### config.mk
export PLATFORM = sky130hd
export DESIGN_NAME = pulse_swallow_div
export DESIGN_NICKNAME = d
export VERILOG_FILES = /design/src/rtl/dm_pkg.sv /design/src/rtl/dm_prescaler.sv /design/src/rtl/dm_frame_regs.sv /design/src/rtl/dm_swallow_ctrl.sv /design/src/rtl/pulse_swallow_div.sv
export SDC_FILE = /design/constraint.sdc
export NUM_CORES = 1
export LEC_CHECK = 0
export BUFFER_PORTS_ARGS = -buffer_cell sky130_fd_sc_hd__buf_2
export CORE_MARGIN = 3
export CORE_UTILIZATION = 38
export CTS_CLUSTER_DIAMETER = 30
export CTS_CLUSTER_SIZE = 24
export DETAILED_ROUTE_END_ITERATION = 8
export PLACE_DENSITY_LB_ADDON = 0.12
export SLEW_MARGIN = 20
export SYNTH_ARGS = -nofsm -noshare
export SYNTH_HDL_FRONTEND = slang
export SYNTH_SLANG_ARGS = --single-unit
### constraint.sdc
create_clock -name clk_i -period 6.9 [get_ports clk_i]
set_clock_uncertainty 0.15 [all_clocks]
set_input_delay 0.345 -clock clk_i [delete_from_list [all_inputs] [get_ports clk_i]]
set_output_delay 0.345 -clock clk_i [all_outputs]
set_load 0.05 [all_outputs]
### src/rtl/dm_pkg.sv
package dm_pkg;
  typedef enum logic {
    ST_PRIME = 1'b0,
    ST_RUN   = 1'b1
  } ctrl_st_e;
endpackage

### src/rtl/dm_prescaler.sv
module dm_prescaler #(
  parameter int PW = 6
) (
  input  logic          clk_i,
  input  logic          rst_ni,
  input  logic [PW-1:0] p_i,
  input  logic          mod_i,
  output logic          tick_o
);
  localparam int CW = PW + 1;

  logic [CW-1:0] cnt_q;
  logic [CW-1:0] len;

  assign tick_o = (cnt_q == '0);
  // modulus is read only when a new prescaler cycle starts
  assign len = mod_i ? {1'b0, p_i} : ({1'b0, p_i} + CW'(1));

  always_ff @(posedge clk_i or negedge rst_ni) begin
    if (!rst_ni) cnt_q <= '0;
    else if (tick_o) cnt_q <= len - CW'(1);
    else cnt_q <= cnt_q - CW'(1);
  end
endmodule

### src/rtl/dm_frame_regs.sv
module dm_frame_regs #(
  parameter int NW = 10,
  parameter int AW = 6,
  parameter int PW = 6
) (
  input  logic          clk_i,
  input  logic          rst_ni,
  input  logic          cap_i,
  input  logic [NW-1:0] n_i,
  input  logic [AW-1:0] a_i,
  input  logic [PW-1:0] p_i,
  output logic [NW-1:0] n_o,
  output logic [AW-1:0] a_o,
  output logic [PW-1:0] p_o
);
  always_ff @(posedge clk_i or negedge rst_ni) begin
    if (!rst_ni) begin
      n_o <= NW'(1);
      a_o <= '0;
      p_o <= PW'(2);
    end else if (cap_i) begin
      n_o <= n_i;
      a_o <= a_i;
      p_o <= p_i;
    end
  end
endmodule

### src/rtl/dm_swallow_ctrl.sv
module dm_swallow_ctrl
  import dm_pkg::*;
#(
  parameter int NW = 10,
  parameter int AW = 6,
  parameter int PW = 6
) (
  input  logic          clk_i,
  input  logic          rst_ni,
  input  logic          tick_i,
  input  logic [AW-1:0] a_live_i,
  input  logic [PW-1:0] p_live_i,
  input  logic [NW-1:0] n_sh_i,
  input  logic [AW-1:0] a_sh_i,
  input  logic [PW-1:0] p_sh_i,
  output logic [PW-1:0] p_sel_o,
  output logic          cap_o,
  output logic          mod_o,
  output logic          div_o
);
  ctrl_st_e      st_q, st_nx;
  logic [NW-1:0] n_q, n_nx;
  logic [AW-1:0] a_q, a_nx;
  logic [PW-1:0] p_frm_q, p_frm_nx;
  logic          mod_nx, reload, last;

  always_comb begin
    st_nx    = st_q;
    n_nx     = n_q;
    a_nx     = a_q;
    p_frm_nx = p_frm_q;
    p_sel_o  = p_frm_q;
    mod_nx   = mod_o;
    reload   = 1'b0;
    last     = 1'b0;
    if (tick_i) begin
      if (st_q == ST_PRIME) begin
        // first prescaler cycle after reset: just arm the first frame
        st_nx   = ST_RUN;
        n_nx    = NW'(1);
        a_nx    = '0;
        p_sel_o = p_live_i;
        last    = 1'b1;
      end else if (n_q == NW'(1)) begin
        reload   = 1'b1;
        n_nx     = n_sh_i;
        a_nx     = a_sh_i;
        p_sel_o  = p_sh_i;
        p_frm_nx = p_sh_i;
        last     = (n_sh_i == NW'(1));
      end else begin
        n_nx = n_q - NW'(1);
        a_nx = (a_q != '0) ? a_q - AW'(1) : '0;
        last = (n_nx == NW'(1));
      end
      // decision for the cycle after the one starting now
      mod_nx = last ? (a_live_i == '0) : !(a_nx > AW'(1));
    end
  end

  assign cap_o = tick_i & last;

  always_ff @(posedge clk_i or negedge rst_ni) begin
    if (!rst_ni) begin
      st_q    <= ST_PRIME;
      n_q     <= NW'(1);
      a_q     <= '0;
      p_frm_q <= PW'(2);
      mod_o   <= 1'b1;
      div_o   <= 1'b0;
    end else begin
      st_q    <= st_nx;
      n_q     <= n_nx;
      a_q     <= a_nx;
      p_frm_q <= p_frm_nx;
      mod_o   <= mod_nx;
      div_o   <= reload;
    end
  end
endmodule

### src/rtl/pulse_swallow_div.sv
module pulse_swallow_div #(
  parameter int NW = 10,
  parameter int AW = 6,
  parameter int PW = 6
) (
  input  logic          clk_i,
  input  logic          rst_ni,
  input  logic [NW-1:0] n_i,
  input  logic [AW-1:0] a_i,
  input  logic [PW-1:0] p_i,
  output logic          div_o,
  output logic          mod_o
);
  logic [NW-1:0] n_eff, n_sh;
  logic [AW-1:0] a_sh;
  logic [PW-1:0] p_eff, p_sh, p_sel;
  logic          pre_tick, cap;

  assign n_eff = (n_i == '0) ? NW'(1) : n_i;
  assign p_eff = (p_i < PW'(2)) ? PW'(2) : p_i;

  dm_prescaler #(.PW(PW)) u_pre (
    .clk_i  (clk_i),
    .rst_ni (rst_ni),
    .p_i    (p_sel),
    .mod_i  (mod_o),
    .tick_o (pre_tick)
  );

  dm_frame_regs #(.NW(NW), .AW(AW), .PW(PW)) u_frm (
    .clk_i  (clk_i),
    .rst_ni (rst_ni),
    .cap_i  (cap),
    .n_i    (n_eff),
    .a_i    (a_i),
    .p_i    (p_eff),
    .n_o    (n_sh),
    .a_o    (a_sh),
    .p_o    (p_sh)
  );

  dm_swallow_ctrl #(.NW(NW), .AW(AW), .PW(PW)) u_ctl (
    .clk_i    (clk_i),
    .rst_ni   (rst_ni),
    .tick_i   (pre_tick),
    .a_live_i (a_i),
    .p_live_i (p_eff),
    .n_sh_i   (n_sh),
    .a_sh_i   (a_sh),
    .p_sh_i   (p_sh),
    .p_sel_o  (p_sel),
    .cap_o    (cap),
    .mod_o    (mod_o),
    .div_o    (div_o)
  );
endmodule

==> metrics.txt <==
# TYPE chip_impl_metric gauge
chip_impl_metric{name="grt_overflow_total",unit=""} 0
chip_impl_info{name="post-synth-top-count-cell",value="sky130_fd_sc_hd__dfrtp_1"} 1
chip_impl_metric{name="place.port_buffers",unit=""} 25
chip_impl_metric{name="tightestPinTransition",unit="ns"} 1.05
chip_impl_info{name="critPathKind",value="flip-flop to flip-flop"} 1
chip_impl_info{name="setup_repair_after_global_routing_missed_its_margin",value="false"} 1
chip_impl_info{name="run_status",value="complete, but fails checks"} 1
chip_impl_metric{name="cts_made_buffers",unit=""} 5
chip_impl_metric{name="postSynthRegisterBits",unit=""} 54
chip_impl_info{name="crit_path_end_kind",value="flip-flop"} 1
chip_impl_metric{name="syn_area_per_cell",unit="um2"} 9.51
chip_impl_metric{name="relative_max_transition_margin",unit=""} 0.296
chip_impl_metric{name="seq_total_area_yosys",unit=""} 0.410
chip_impl_metric{name="cts_setup_buffers",unit=""} 0
chip_impl_metric{name="drt-vias-per-instance",unit=""} 5.64
chip_impl_metric{name="total_nets_final",unit=""} 397
chip_impl_info{name="crit_path_start_kind",value="flip-flop"} 1
chip_impl_metric{name="antenna_violations_before_repair",unit=""} 0
chip_impl_metric{name="synth_warnings",unit=""} 0
chip_impl_metric{name="global_route_wire_length_before_repair",unit="um"} 13800
chip_impl_metric{name="post_drt_wl_per_cell",unit="um"} 17.3
chip_impl_metric{name="hpwl_after_detailed_placement",unit="um"} 5850
chip_impl_metric{name="syn_nets",unit=""} 378
chip_impl_metric{name="antenna-diode-count",unit=""} 0
chip_impl_metric{name="track_usage",unit=""} 0.173
chip_impl_metric{name="async_reset_ff_frac",unit=""} 1.00
chip_impl_metric{name="vias",unit=""} 2666
chip_impl_metric{name="layout_fillers",unit=""} 836
chip_impl_metric{name="finalWorstPathRequiredPeriod",unit="ns"} 3.99
chip_impl_metric{name="finalHoldViolations",unit=""} 1
chip_impl_metric{name="layout-area-overhead-vs-synth",unit="%"} 9.11
chip_impl_metric{name="fin_setup_tns",unit="ns"} 0
chip_impl_metric{name="max_slew_vio_count",unit=""} 0
chip_impl_metric{name="timing.critical_path.fanout_max",unit=""} 19
chip_impl_metric{name="cts_hold_repair.buffers",unit=""} 0
chip_impl_metric{name="grt_pass1_vias",unit=""} 2651
chip_impl_metric{name="detail-route-antenna-nets",unit=""} 0
chip_impl_metric{name="die_h",unit="um"} 99.3
chip_impl_metric{name="boundaryPins",unit=""} 26
chip_impl_info{name="clk_root_buffer_cell",value="sky130_fd_sc_hd__clkbuf_8"} 1
chip_impl_metric{name="post_synth_instance_area",unit="um2"} 3310
chip_impl_metric{name="detailedPlace.worstSlack",unit="ns"} 2.93
chip_impl_metric{name="floorplan.initialDensity",unit=""} 0.397
chip_impl_metric{name="fin_crit_sh",unit=""} 0.579
chip_impl_metric{name="max-clock-path-buffers",unit=""} 2
chip_impl_info{name="post-synth-top-area-cell",value="sky130_fd_sc_hd__dfrtp_1"} 1
chip_impl_metric{name="drt_first_pass_iters",unit=""} 4
chip_impl_metric{name="horizontal_die_dimension",unit="um"} 99.3
chip_impl_info{name="synth.top_cells.by_count",value="49 x sky130_fd_sc_hd__dfrtp_1, 42 x sky130_fd_sc_hd__nand2_1, 25 x sky130_fd_sc_hd__o21ai_0, 21 x sky130_fd_sc_hd__nor2_1, 15 x sky130_fd_sc_hd__nand3_1"} 1
chip_impl_metric{name="synth_top_cell_area_share",unit=""} 0.370
chip_impl_metric{name="critPathArrivalTime",unit="ns"} 4.04
chip_impl_metric{name="globalplace.congestion",unit=""} 0.880
chip_impl_metric{name="placeable_core_region",unit="um2"} 8340
chip_impl_metric{name="p_total",unit="mW"} 1.51
chip_impl_metric{name="drv_cap",unit=""} 0
chip_impl_metric{name="power_leakage",unit="nW"} 1.56
chip_impl_info{name="dominantRegCellSynth",value="sky130_fd_sc_hd__dfrtp_1"} 1
chip_impl_metric{name="die-area",unit="um2"} 9870
chip_impl_info{name="synth.area.top_cells",value="sky130_fd_sc_hd__dfrtp_1 37%, sky130_fd_sc_hd__mux2_4 6.3%, sky130_fd_sc_hd__nand2_1 4.8%"} 1
chip_impl_metric{name="timing.fmax",unit="MHz"} 250
chip_impl_metric{name="cts-resized-gates",unit=""} 0
chip_impl_info{name="holdCritPathClass",value="input port to async pin"} 1
chip_impl_metric{name="final_critical_path_setup_slack",unit="ns"} 2.91
chip_impl_metric{name="worstSkewPairLatency",unit="ns"} 0.31
chip_impl_metric{name="ir_drop",unit="V"} 0.000126
chip_impl_metric{name="setup_viol",unit=""} 0
chip_impl_metric{name="floorplan.rows",unit=""} 33
chip_impl_metric{name="drc",unit=""} 0
chip_impl_metric{name="clk_transition_reported_paths",unit="ns"} 0.10
chip_impl_metric{name="synth_enable_flop_cells",unit=""} 0
chip_impl_info{name="violations",value="hold timing"} 1
chip_impl_metric{name="largest_net_degree_at_the_start_of_global_routing",unit=""} 55
chip_impl_metric{name="synth.distinct_cells",unit=""} 67
chip_impl_metric{name="holdWs",unit="ns"} -0.00194
chip_impl_metric{name="worst_ep_required_time",unit="ns"} 6.95
chip_impl_metric{name="proportion_of_layout_cells_with_a_drive_suffix_above_1",unit=""} 0.207
chip_impl_metric{name="syn-instance-count",unit=""} 348
chip_impl_metric{name="power.density_cell_area",unit="nW/um2"} 419
chip_impl_metric{name="cts_h_tree_depth",unit=""} 2
chip_impl_metric{name="numClockSinks",unit=""} 54
chip_impl_metric{name="place_inst",unit=""} 465
chip_impl_metric{name="route.final.wire_length",unit="um"} 8170
chip_impl_info{name="cts_tree",value="built"} 1
chip_impl_metric{name="dr.first_iter.drc_count",unit=""} 184
chip_impl_metric{name="final_cell_count_no_fill",unit=""} 473
==> layer usage <==
layer	vias up	GRT usage	share of wire
li1	1325	-	-
met1	1277	0.247	0.50
met2	54	0.275	0.46
met3	10	0.0224	0.033
met4	0	0.0504	0.013
met5	-	0	0
==> where the power goes <==
part	leakage, nW	switching (mW)	internal (mW)
Sequential	0.671	0.124	0.443
Combinational	0.828	0.395	0.338
Clock	0.0579	0.105	0.107
Total	1.56	0.624	0.888
==> layout make-up <==
class,count,area [um2],area share
flip-flops and latches,54,1360,0.376
clock inverters,3,40.0,0.0111
multi-input cells,267,1820,0.504
clock buffers,5,68.8,0.0191
inverters,10,37.5,0.0104
repair buffers,29,155,0.0430
well taps,105,131,0.0364
==> flip-flops by register name, indices dropped and copies added (netlist names) <==
register and count:
u_ctl.n_q 10, u_frm.n_o 10, u_pre.cnt_q 7, u_ctl.a_q 6, u_ctl.p_frm_q 6, u_frm.a_o 6
u_frm.p_o 6, u_ctl.div_o 1, u_ctl.mod_o 1, u_ctl.st_q 1
==> critical path, stage by stage (launching register included) <==
cell	delay, ns
sky130_fd_sc_hd__dfstp_2	0.61
sky130_fd_sc_hd__ha_1	0.21
sky130_fd_sc_hd__nor4b_2	0.31
sky130_fd_sc_hd__nand3_1	0.63
sky130_fd_sc_hd__o32a_1	0.60
sky130_fd_sc_hd__nand3_1	0.08
sky130_fd_sc_hd__ha_1	0.16
sky130_fd_sc_hd__nor2b_1	0.25
sky130_fd_sc_hd__a311oi_1	0.13
sky130_fd_sc_hd__a211o_1	0.36
sky130_fd_sc_hd__nand4bb_1	0.21
sky130_fd_sc_hd__xor2_1	0.18
==> worst paths after layout <==
path	start	endpoint	slack [ns]	cells after the start
max in group asynchronous	rst_ni	u_ctl.st_q$_DFFE_PN0N_	6.13	2
min in group clk_i	n_i[4]	u_frm.n_o[4]$_DFFE_PN0P_	0.12	2
setup reg to reg	u_ctl.n_q[0]$_DFFE_PN1N_	u_pre.cnt_q[6]$_DFF_PN0_	2.91	11
setup / recovery	u_ctl.n_q[0]$_DFFE_PN1N_	u_pre.cnt_q[6]$_DFF_PN0_	2.91	11
hold / removal	rst_ni	u_frm.n_o[5]$_DFFE_PN0P_	-0.002	2
hold reg to reg	u_pre.cnt_q[0]$_DFF_PN0_	u_pre.cnt_q[0]$_DFF_PN0_	0.35	1
==> cell usage in the layout, fill, tap and decap left out, types with 3 or more instances in the layout <==
master	Yosys	routed
sky130_fd_sc_hd__dfrtp_1	49	49
sky130_fd_sc_hd__nand2_1	42	42
sky130_fd_sc_hd__o21ai_0	25	25
sky130_fd_sc_hd__buf_2	2	25
sky130_fd_sc_hd__nor2_1	21	21
sky130_fd_sc_hd__nand3_1	15	15
sky130_fd_sc_hd__a21oi_1	14	14
sky130_fd_sc_hd__mux2_4	14	14
sky130_fd_sc_hd__nor3_1	13	13
sky130_fd_sc_hd__inv_1	9	9
sky130_fd_sc_hd__a31oi_1	9	9
sky130_fd_sc_hd__mux2_2	9	9
sky130_fd_sc_hd__nor4_1	8	8
sky130_fd_sc_hd__xnor2_1	7	7
sky130_fd_sc_hd__ha_1	6	6
sky130_fd_sc_hd__o31ai_1	5	5
sky130_fd_sc_hd__clkbuf_8	0	5
sky130_fd_sc_hd__dfstp_2	5	5
sky130_fd_sc_hd__or3_1	4	4
sky130_fd_sc_hd__o22ai_1	4	4
sky130_fd_sc_hd__and2_1	4	4
sky130_fd_sc_hd__xor2_1	4	4
sky130_fd_sc_hd__buf_4	1	4
sky130_fd_sc_hd__nand2b_1	3	3
sky130_fd_sc_hd__nand4_1	3	3
sky130_fd_sc_hd__a211o_1	3	3
sky130_fd_sc_hd__a311oi_1	3	3
sky130_fd_sc_hd__and3_1	3	3
sky130_fd_sc_hd__o211ai_1	3	3
==> per-stage QoR <==
step / utilization / area (um2)
2_1_floorplan: - / 3310
3_3_place_gp: 0.420 / 3500
3_5_place_dp: 0.420 / 3500
4_1_cts: 0.433 / 3610
5_1_grt: 0.433 / 3610
6_report: 0.433 / 3610
==> logic make-up (layout without fill, tap and decap cells) <==
family,count (synthesis),in the layout,share of synthesized area
and+or+nand+nor,136,136,0.215
muxes,25,25,0.100
adders and majority gates,6,6,0.0227
DFF,54,54,0.410
buffers and inverters,27,47,0.0397
AOI/OAI and AO/OA,89,89,0.183
xor gates and xnor gates,11,11,0.0291
Note: power is estimated with default switching activity, not from simulation.
